$ cat config.mk
export PLATFORM = sky130hd
export DESIGN_NAME = dbell_mailbox
export DESIGN_NICKNAME = d
export VERILOG_FILES = /design/src/rtl/dbell_pkg.sv /design/src/rtl/dbell_apb_decode.sv /design/src/rtl/dbell_channel.sv /design/src/rtl/dbell_mailbox.sv
export SDC_FILE = /design/constraint.sdc
export NUM_CORES = 1
export LEC_CHECK = 0
export ABC_AREA = 1
export BUFFER_PORTS_ARGS = -buffer_cell sky130_fd_sc_hd__buf_2
export CORE_MARGIN = 8
export CORE_UTILIZATION = 61
export DETAILED_ROUTE_END_ITERATION = 16
export PLACE_DENSITY = 0.88
export SLEW_MARGIN = 5
export SYNTH_ARGS = -nofsm -noshare
export SYNTH_HDL_FRONTEND = slang
export SYNTH_SLANG_ARGS = --single-unit
$ cat constraint.sdc
create_clock -name clk_i -period 3.4 [get_ports clk_i]
set_input_delay 0.68 -clock clk_i [delete_from_list [all_inputs] [get_ports clk_i]]
set_output_delay 0.68 -clock clk_i [all_outputs]
set_load 0.05 [all_outputs]
$ cat src/rtl/dbell_pkg.sv
package dbell_pkg;
  parameter int NUM_CH    = 3;
  parameter int WORD_W    = 32;
  parameter int ADDR_W    = 12;
  parameter int SLOT_W    = 5;            // 0x20-byte slot per channel
  parameter int SECURE_CH = NUM_CH - 1;
  localparam int CH_W     = ADDR_W - SLOT_W;

  localparam logic [SLOT_W-1:0] OFF_STATUS = 5'h00;
  localparam logic [SLOT_W-1:0] OFF_SET    = 5'h08;
  localparam logic [SLOT_W-1:0] OFF_CLR    = 5'h10;

  typedef enum logic [1:0] {
    REG_NONE,
    REG_STATUS,
    REG_SET,
    REG_CLR
  } reg_kind_e;
endpackage

$ cat src/rtl/dbell_apb_decode.sv
module dbell_apb_decode
  import dbell_pkg::*;
(
  input  logic [ADDR_W-1:0] paddr_i,
  input  logic [2:0]        pprot_i,
  output logic [NUM_CH-1:0] ch_hit_o,
  output reg_kind_e         kind_o,
  output logic              sec_block_o
);
  logic [CH_W-1:0]   ch_idx;
  logic [SLOT_W-1:0] off;

  assign ch_idx = paddr_i[ADDR_W-1:SLOT_W];
  assign off    = paddr_i[SLOT_W-1:0];

  for (genvar c = 0; c < NUM_CH; c++) begin : g_hit
    assign ch_hit_o[c] = (ch_idx == CH_W'(c));
  end

  always_comb begin
    unique case (off)
      OFF_STATUS: kind_o = REG_STATUS;
      OFF_SET:    kind_o = REG_SET;
      OFF_CLR:    kind_o = REG_CLR;
      default:    kind_o = REG_NONE;
    endcase
  end

  // whole secure slot is closed to non-secure masters
  assign sec_block_o = pprot_i[1] && ch_hit_o[SECURE_CH];
endmodule

$ cat src/rtl/dbell_channel.sv
module dbell_channel
  import dbell_pkg::*;
(
  input  logic              clk_i,
  input  logic              rst_ni,
  input  logic [WORD_W-1:0] set_i,
  input  logic [WORD_W-1:0] clr_i,
  output logic [WORD_W-1:0] word_o,
  output logic              irq_o
);
  logic [WORD_W-1:0] word_q;

  // set wins over clear on the same bit
  always_ff @(posedge clk_i or negedge rst_ni) begin
    if (!rst_ni) word_q <= '0;
    else         word_q <= (word_q & ~clr_i) | set_i;
  end

  assign word_o = word_q;
  assign irq_o  = |word_q;
endmodule

$ cat src/rtl/dbell_mailbox.sv
module dbell_mailbox
  import dbell_pkg::*;
(
  input  logic              clk_i,
  input  logic              rst_ni,
  input  logic              psel_i,
  input  logic              penable_i,
  input  logic              pwrite_i,
  input  logic [ADDR_W-1:0] paddr_i,
  input  logic [WORD_W-1:0] pwdata_i,
  input  logic [2:0]        pprot_i,
  output logic [WORD_W-1:0] prdata_o,
  output logic              pready_o,
  output logic              pslverr_o,
  output logic [NUM_CH-1:0] irq_o
);
  logic [NUM_CH-1:0] ch_hit;
  reg_kind_e         kind;
  logic              sec_block;
  logic              acc, wr_ok, rd_ok;
  logic [WORD_W-1:0] word [NUM_CH];
  logic [WORD_W-1:0] rd_mux;

  dbell_apb_decode u_dec (
    .paddr_i     (paddr_i),
    .pprot_i     (pprot_i),
    .ch_hit_o    (ch_hit),
    .kind_o      (kind),
    .sec_block_o (sec_block)
  );

  assign acc   = psel_i && penable_i;
  assign wr_ok = acc && pwrite_i && !sec_block;
  assign rd_ok = acc && !pwrite_i && !sec_block && (kind == REG_STATUS);

  for (genvar c = 0; c < NUM_CH; c++) begin : g_ch
    logic [WORD_W-1:0] set_v, clr_v;
    assign set_v = (wr_ok && ch_hit[c] && kind == REG_SET) ? pwdata_i : '0;
    assign clr_v = (wr_ok && ch_hit[c] && kind == REG_CLR) ? pwdata_i : '0;

    dbell_channel u_ch (
      .clk_i  (clk_i),
      .rst_ni (rst_ni),
      .set_i  (set_v),
      .clr_i  (clr_v),
      .word_o (word[c]),
      .irq_o  (irq_o[c])
    );
  end

  always_comb begin
    rd_mux = '0;
    for (int c = 0; c < NUM_CH; c++)
      if (ch_hit[c]) rd_mux = word[c];
  end

  assign prdata_o  = rd_ok ? rd_mux : '0;
  assign pready_o  = 1'b1;
  assign pslverr_o = acc && sec_block;
endmodule

==> results.sh, run 1 <==
export IMPL_ys_seq_area_share_pct=44.21
export IMPL_setup_violations_final=0
export IMPL_drv_slew=0
export IMPL_ys_warnings_count=0
export IMPL_grt_pass1_vias=5335
export IMPL_syn_inst=764
export IMPL_final_cell_count_no_fill=949
export IMPL_critPathRequiredTime_ns=2.72
export IMPL_dieWidth_um=110.4
export IMPL_timing_rr_start="g_ch[1].u_ch.word_o[10]"
export IMPL_dieArea_um2=12180
export IMPL_start_util_pct=62.62
export IMPL_die_y_um=110.4
export IMPL_hpwl_um=10670
export IMPL_relSlewSlack_pct=52.42
export IMPL_wl_um=15830
export IMPL_drtAntennaViolNets=0
export IMPL_critPathLaunchType="primary input"
export IMPL_cts_hold_buf=0
export IMPL_core_area_um2=8678
export IMPL_post_route_drc_count=0
export IMPL_finClkSkew_ns=0
export IMPL_vias=5473
export IMPL_fillers=696
export IMPL_grt_total_usage_pct=26.67
export IMPL_place_inst=933
export IMPL_outcome="finished clean"
export IMPL_r2r_cells=3
export IMPL_avgSynthCellArea_um2=7.113
export IMPL_grt_remaining_overflow=0
export IMPL_grt_max_degree=65
export IMPL_diodes=0
export IMPL_maxCapViolCount=0
export IMPL_clkSlewWorstSetupHoldPaths_ns=0.09
export IMPL_grt_pass1_wl_um=25470
export IMPL_hold_path_class="primary input to async pin"
export IMPL_reg2reg_to="g_ch[1].u_ch.word_o[10]"
export IMPL_p_leak_nw=3.157
export IMPL_drt_iter0_markers=504
export IMPL_io_pins=89
export IMPL_critPathLaunch="pwrite_i"
export IMPL_ys_seq_elements=96
export IMPL_synth_fp_nets=816
export IMPL_largest_register_ffs=96
export IMPL_fin_crit_sh_pct=84.31
export IMPL_clock_path_buffers=2
export IMPL_synthesis_area_um2=5434
export IMPL_numCtsBuffers=9
export IMPL_cp_endpoint="prdata_o[1]"
export IMPL_rsz0062_at_grt="false"
export IMPL_layout_nets=888
export IMPL_gp_congestion=0.8614
export IMPL_routed_via_density=5.767
export IMPL_root_buffer="clkbuf_8"
export IMPL_syn_to_final_growth_pct=14.00
export IMPL_cts_num_sinks=96
export IMPL_worst_pin_slew_ns=0.7129
export IMPL_whs_ns=0.3014
export IMPL_crit_type="primary input to output port"
export IMPL_fmax_mhz=348.8
export IMPL_firstDrtPassIters=6
export IMPL_critPathMaxFanout=32
export IMPL_post_cts_buffers=0
export IMPL_hold_viol_final=0
export IMPL_period_needed_ns=2.867
export IMPL_total_power_mw=2.200
export IMPL_fin_tns_setup_ns=0
export IMPL_multi_input_area_um2=2460
export IMPL_portBuffers=85
export IMPL_wl_per_cell_um=16.68
export IMPL_ctsHtreeMaxLevel=3
export IMPL_worstSetupEndpointType="output port"
export IMPL_cp_arrival_ns=2.19
export IMPL_r2r_slack_ns=2.57
export IMPL_synth_cell_type_count=22
export IMPL_ir_worst_vdd_v=0.0002045
export IMPL_clock_latency_ns=0.36
export IMPL_rows=34
export IMPL_post_route_util_pct=71.38
export IMPL_drive_gt1_share_pct=14.98
export IMPL_seqCellArea_um2=2402
export IMPL_p_per_area_nw_per_um2=355.2
export IMPL_antenna_found_initial=0
export IMPL_post_cts_resized=0
export IMPL_cts_tree="built"
final cells by class:
cell class,count,area share (%)
Tap cell,108,2.181
Timing Repair Buffer,98,8.685
Inverter,108,6.544
Clock buffer,11,2.444
Multi-Input combinational cell,523,39.71
Sequential cell,96,38.78
Clock inverter,5,1.656
layout by cell type, fill, tap and decap left out, drive strengths merged:
cell / Yosys / final
nor3: 4 / 4
buf: 21 / 98
o21ai: 64 / 64
bufinv: 0 / 3
nand3: 5 / 5
dfrtp: 96 / 96
nor2: 50 / 50
clkbuf: 16 / 11
conb: 1 / 1
inv: 108 / 108
clkinvlp: 0 / 1
nand4: 20 / 20
a21oi: 32 / 32
nor4: 12 / 12
clkinv: 0 / 1
and2: 1 / 1
nand2: 270 / 270
o21bai: 64 / 64
per-layer routing:
metal | wire length [um] | global-route usage [%]
met5 | 0 | 0
met4 | 393 | 11.51
met1 | 6142 | 33.90
met2 | 7621 | 43.57
met3 | 1675 | 5.058
worst min-delay path by stage:
stage,from,to,slack (ns),cells past startpoint
detailed placement,g_ch[2].u_ch.word_o[8],g_ch[2].u_ch.word_o[8],0.49,2
finish,rst_ni,g_ch[2].u_ch.word_o[6],0.30,1
floorplan,rst_ni,g_ch[0].u_ch.word_o[0],0.38,0
global placement,g_ch[2].u_ch.word_o[18],g_ch[2].u_ch.word_o[18],0.47,2
global route,rst_ni,g_ch[2].u_ch.word_o[4],0.34,1
CTS,rst_ni,g_ch[2].u_ch.word_o[6],0.31,1
critical path: stages:
cell and delay, ns:
buf_2 0.10, inv_1 0.10, nand3_1 0.08, nor2_1 0.13
nand2_1 0.07, nor2_1 0.11, buf_4 0.33, o21ai_0 0.15
nor2_1 0.13, buf_2 0.28
cells by family (layout without fill, tap and decap cells):
kind of cell	count (synthesis)	after routing	share of synthesized area, %
and+or+nand+nor	362	362	27.35
other	1	1	0.06901
DFF	96	96	44.21
buffers and inverters	145	222	10.68
AOI/OAI and AO/OA	160	160	17.68
metrics by stage:
stage          area, um2  setup WS, ns
2_1_floorplan       5434        0.6110
3_3_place_gp        5941        0.6348
3_5_place_dp        5941        0.5934
4_1_cts             6195        0.5565
5_1_grt             6195        0.3281
6_report            6195        0.5334
synthesized netlist by cell type:
| cell type | n | area, um2 |
|---|---|---|
| nand2_1 | 270 | 1013 |
| inv_1 | 105 | 394.1 |
| dfrtp_1 | 96 | 2402 |
| o21bai_1 | 64 | 480.5 |
| o21ai_0 | 52 | 260.3 |
| nor2_1 | 45 | 168.9 |
| a21oi_1 | 32 | 160.2 |
| nand4_1 | 20 | 125.1 |
| buf_2 | 17 | 85.08 |
| clkbuf_1 | 16 | 60.06 |
| nor4_1 | 12 | 75.07 |
| o21ai_1 | 12 | 60.06 |
| nor2_2 | 5 | 31.28 |
| buf_4 | 4 | 30.03 |
| nand3_1 | 4 | 20.02 |
| inv_2 | 3 | 11.26 |
| nor3_1 | 2 | 10.01 |
| and2_0 | 1 | 6.260 |
| conb_1 | 1 | 3.750 |
| nand3_2 | 1 | 10.01 |
| nor3_2 | 1 | 10.01 |
| nor3_4 | 1 | 16.27 |
power by group:
| group | total (mW) | internal (mW) | leakage [nW] | switching [mW] |
|---|---|---|---|---|
| logic | 0.124 | 0.0339 | 2.02 | 0.0901 |
| registers | 1.14 | 1.14 | 1.01 | 0.000589 |
| clock network | 0.934 | 0.528 | 0.126 | 0.406 |
| total | 2.20 | 1.70 | 3.16 | 0.497 |
Power figures use the tool's default switching activity.
==> run 2, diff against run 1 <==
ABC_AREA = 0   (was 1)
CORE_UTILIZATION = 57   (was 61)
PLACE_DENSITY = 0.84   (was 0.88)
clock period = 2.95 ns   (was 3.4 ns; I/O delays follow)
==> run 2 against run 1 <==
  * Clock skew unchanged
  * Synthesized cell count decreased by 32%
  * Global-route usage decreased by 2.2 points
  * Worst hold slack got worse by 0.19 ns
  * Core utilization increased by 0.55 points
  * Clock power decreased by 1%
  * Critical path type unchanged
  * Largest cell class unchanged
  * Largest power group unchanged
  * Highest routed layer unchanged
==> results.sh, run 2 <==
export IMPL_grt_total_usage_pct=24.42
export IMPL_io_pins=89
export IMPL_yosysTopAreaCell="dfrtp_1"
export IMPL_critPathLaunchType="primary input"
export IMPL_syn_to_final_growth_pct=23.38
export IMPL_ys_warnings_count=0
export IMPL_grt_pass1_wl_um=24930
export IMPL_synth_fp_nets=573
export IMPL_wl_per_cell_um=21.26
export IMPL_post_cts_buffers=0
export IMPL_antenna_found_initial=1
export IMPL_final_common_cell="dfrtp_1"
export IMPL_outcome="finished clean"
export IMPL_rows=35
export IMPL_hpwl_um=10220
export IMPL_drtAntennaViolNets=0
export IMPL_vias=4692
export IMPL_layout_nets=648
export IMPL_cts_tree="built"
export IMPL_period_needed_ns=2.851
export IMPL_cts_num_sinks=96
export IMPL_post_route_drc_count=0
export IMPL_seqCellArea_um2=2402
export IMPL_synthTopCellsByArea="dfrtp_1, a21boi_0, a21o_1"
export IMPL_fin_crit_sh_pct=96.66
export IMPL_portBuffers=85
export IMPL_crit_type="primary input to output port"
export IMPL_ys_seq_area_share_pct=45.02
export IMPL_synthesis_area_um2=5336
export IMPL_fmax_mhz=350.7
export IMPL_hold_path_class="primary input to async pin"
export IMPL_yosys_top_cells_count="dfrtp_1, a21boi_0, a21o_1"
export IMPL_synth_top_area_share_pct=45.02
export IMPL_start_util_pct=58.30
export IMPL_ys_flop_type="dfrtp_1"
export IMPL_grt_max_degree=72
export IMPL_setup_violations_final=0
export IMPL_yosysMostFrequentCell="dfrtp_1"
export IMPL_dieWidth_um=112.8
export IMPL_wl_um=15160
export IMPL_root_buffer="clkbuf_8"
export IMPL_relSlewSlack_pct=55.01
export IMPL_grt_remaining_overflow=0
export IMPL_cp_arrival_ns=2.26
export IMPL_final_cell_mix="dfrtp_1, a21boi_0, a21o_1"
export IMPL_ir_worst_vdd_v=0.0002542
export IMPL_critPathRequiredTime_ns=2.36
export IMPL_finClkSkew_ns=0
export IMPL_grt_pass1_vias=4925
export IMPL_worstSetupEndpointType="output port"
export IMPL_drt_iter0_markers=304
export IMPL_multi_input_area_um2=3072
export IMPL_synth_cell_type_count=34
export IMPL_maxCapViolCount=0
export IMPL_critPathMaxFanout=15
export IMPL_largest_register_ffs=96
export IMPL_synth_edf_count=0
export IMPL_p_per_area_nw_per_um2=370.6
export IMPL_avgSynthCellArea_um2=10.24
export IMPL_core_area_um2=9153
export IMPL_dieArea_um2=12710
export IMPL_syn_inst=521
export IMPL_hold_viol_final=0
export IMPL_p_leak_nw=3.364
export IMPL_total_power_mw=2.440
export IMPL_rsz0062_at_grt="false"
export IMPL_async_flop_share_pct=100.0
export IMPL_ys_seq_elements=96
export IMPL_gp_congestion=0.8490
export IMPL_routed_via_density=6.581
export IMPL_worst_pin_slew_ns=0.6748
export IMPL_numCtsBuffers=9
export IMPL_clock_latency_ns=0.37
export IMPL_fin_ws_ns=0.09855
export IMPL_drv_slew=0
export IMPL_clkSlewWorstSetupHoldPaths_ns=0.11
export IMPL_fillers=676
export IMPL_firstDrtPassIters=5
export IMPL_drive_gt1_share_pct=33.44
export IMPL_pre_cts_ws_ns=-0.01909
export IMPL_ctsHtreeMaxLevel=3
export IMPL_clock_path_buffers=2
export IMPL_die_y_um=112.8
run 2: kinds of logic (layout without fill, tap and decap cells):
family | count (synthesis) | count (layout) | share of synthesized area (%)
muxes | 32 | 32 | 6.002
other | 1 | 2 | 0.07027
AOI/OAI and AO/OA | 225 | 225 | 29.47
and+or+nand+nor | 122 | 122 | 15.10
buffers and inverters | 45 | 125 | 4.338
DFF | 96 | 96 | 45.02
run 2: worst paths after layout:
check                                         from                 endpoint  slack, ns  cells past startpoint
min reg2reg                g_ch[2].u_ch.word_o[22]  g_ch[2].u_ch.word_o[22]       0.53                      1
max                                    paddr_i[10]             prdata_o[19]        0.1                      7
max in group asynchronous                   rst_ni   g_ch[1].u_ch.word_o[2]       2.14                      2
min in group clk_i                    pwdata_i[30]  g_ch[0].u_ch.word_o[30]       0.49                      2
min                                         rst_ni  g_ch[2].u_ch.word_o[29]       0.11                      1
max reg2reg                 g_ch[1].u_ch.word_o[5]   g_ch[1].u_ch.word_o[5]       2.12                      2
run 2: layer usage:
metal / GRT usage, % / vias up / share of wire, %
li1: - / 2105 / -
met1: 29.39 / 2341 / 40
met2: 41.74 / 203 / 50
met3: 4.047 / 43 / 6.3
met4: 11.78 / 0 / 3.1
met5: 0 / - / 0
run 2: worst max-delay path, cell delays in order:
cell	delay (ns)
buf_2	0.11
or3_4	0.38
or2_0	0.23
or3_4	0.39
buf_12	0.20
a21oi_4	0.14
buf_4	0.22
run 2: layout make-up:
cell class                 instances  area share, %
antenna                            1        0.03801
clock buffer                       9          1.881
clock inverter                     7          1.273
inverter                           1        0.05701
multi-input combinational        380          46.66
sequential                        96          36.49
tap                              111          2.109
timing repair buffer             108          11.50
run 2: what timing repair did:
| item | 4_1_cts | 5_1_grt |
|---|---|---|
| setup endpoints to repair | 7 | 28 |
| hold buffers | 0 | 0 |
| gates resized for setup | 7 | 51 |
| pin swaps | 0 | 1 |
run 2: stage by stage:
| step | utilization [%] | cells | setup TNS [ns] | area, um2 | hold WS, ns |
|---|---|---|---|---|---|
| 5_1_grt | 71.93 | 713 | 0 | 6584 | 0.1235 |
| 4_1_cts | 71.07 | 712 | 0 | 6505 | 0.1138 |
| 3_5_place_dp | 68.61 | 696 | -0.05178 | 6280 | 0.5055 |
| 2_1_floorplan | - | 521 | -1.846 | 5667 | 0.2944 |
| 6_report | 71.93 | 713 | 0 | 6584 | 0.1099 |
| 3_3_place_gp | 68.61 | 696 | -0.006624 | 6280 | 0.5020 |
run 2: where the power goes:
part / total, mW / internal, mW / switching, mW
logic: 0.203 / 0.0594 / 0.144
clock network: 0.920 / 0.410 / 0.509
registers: 1.32 / 1.32 / 0.00119
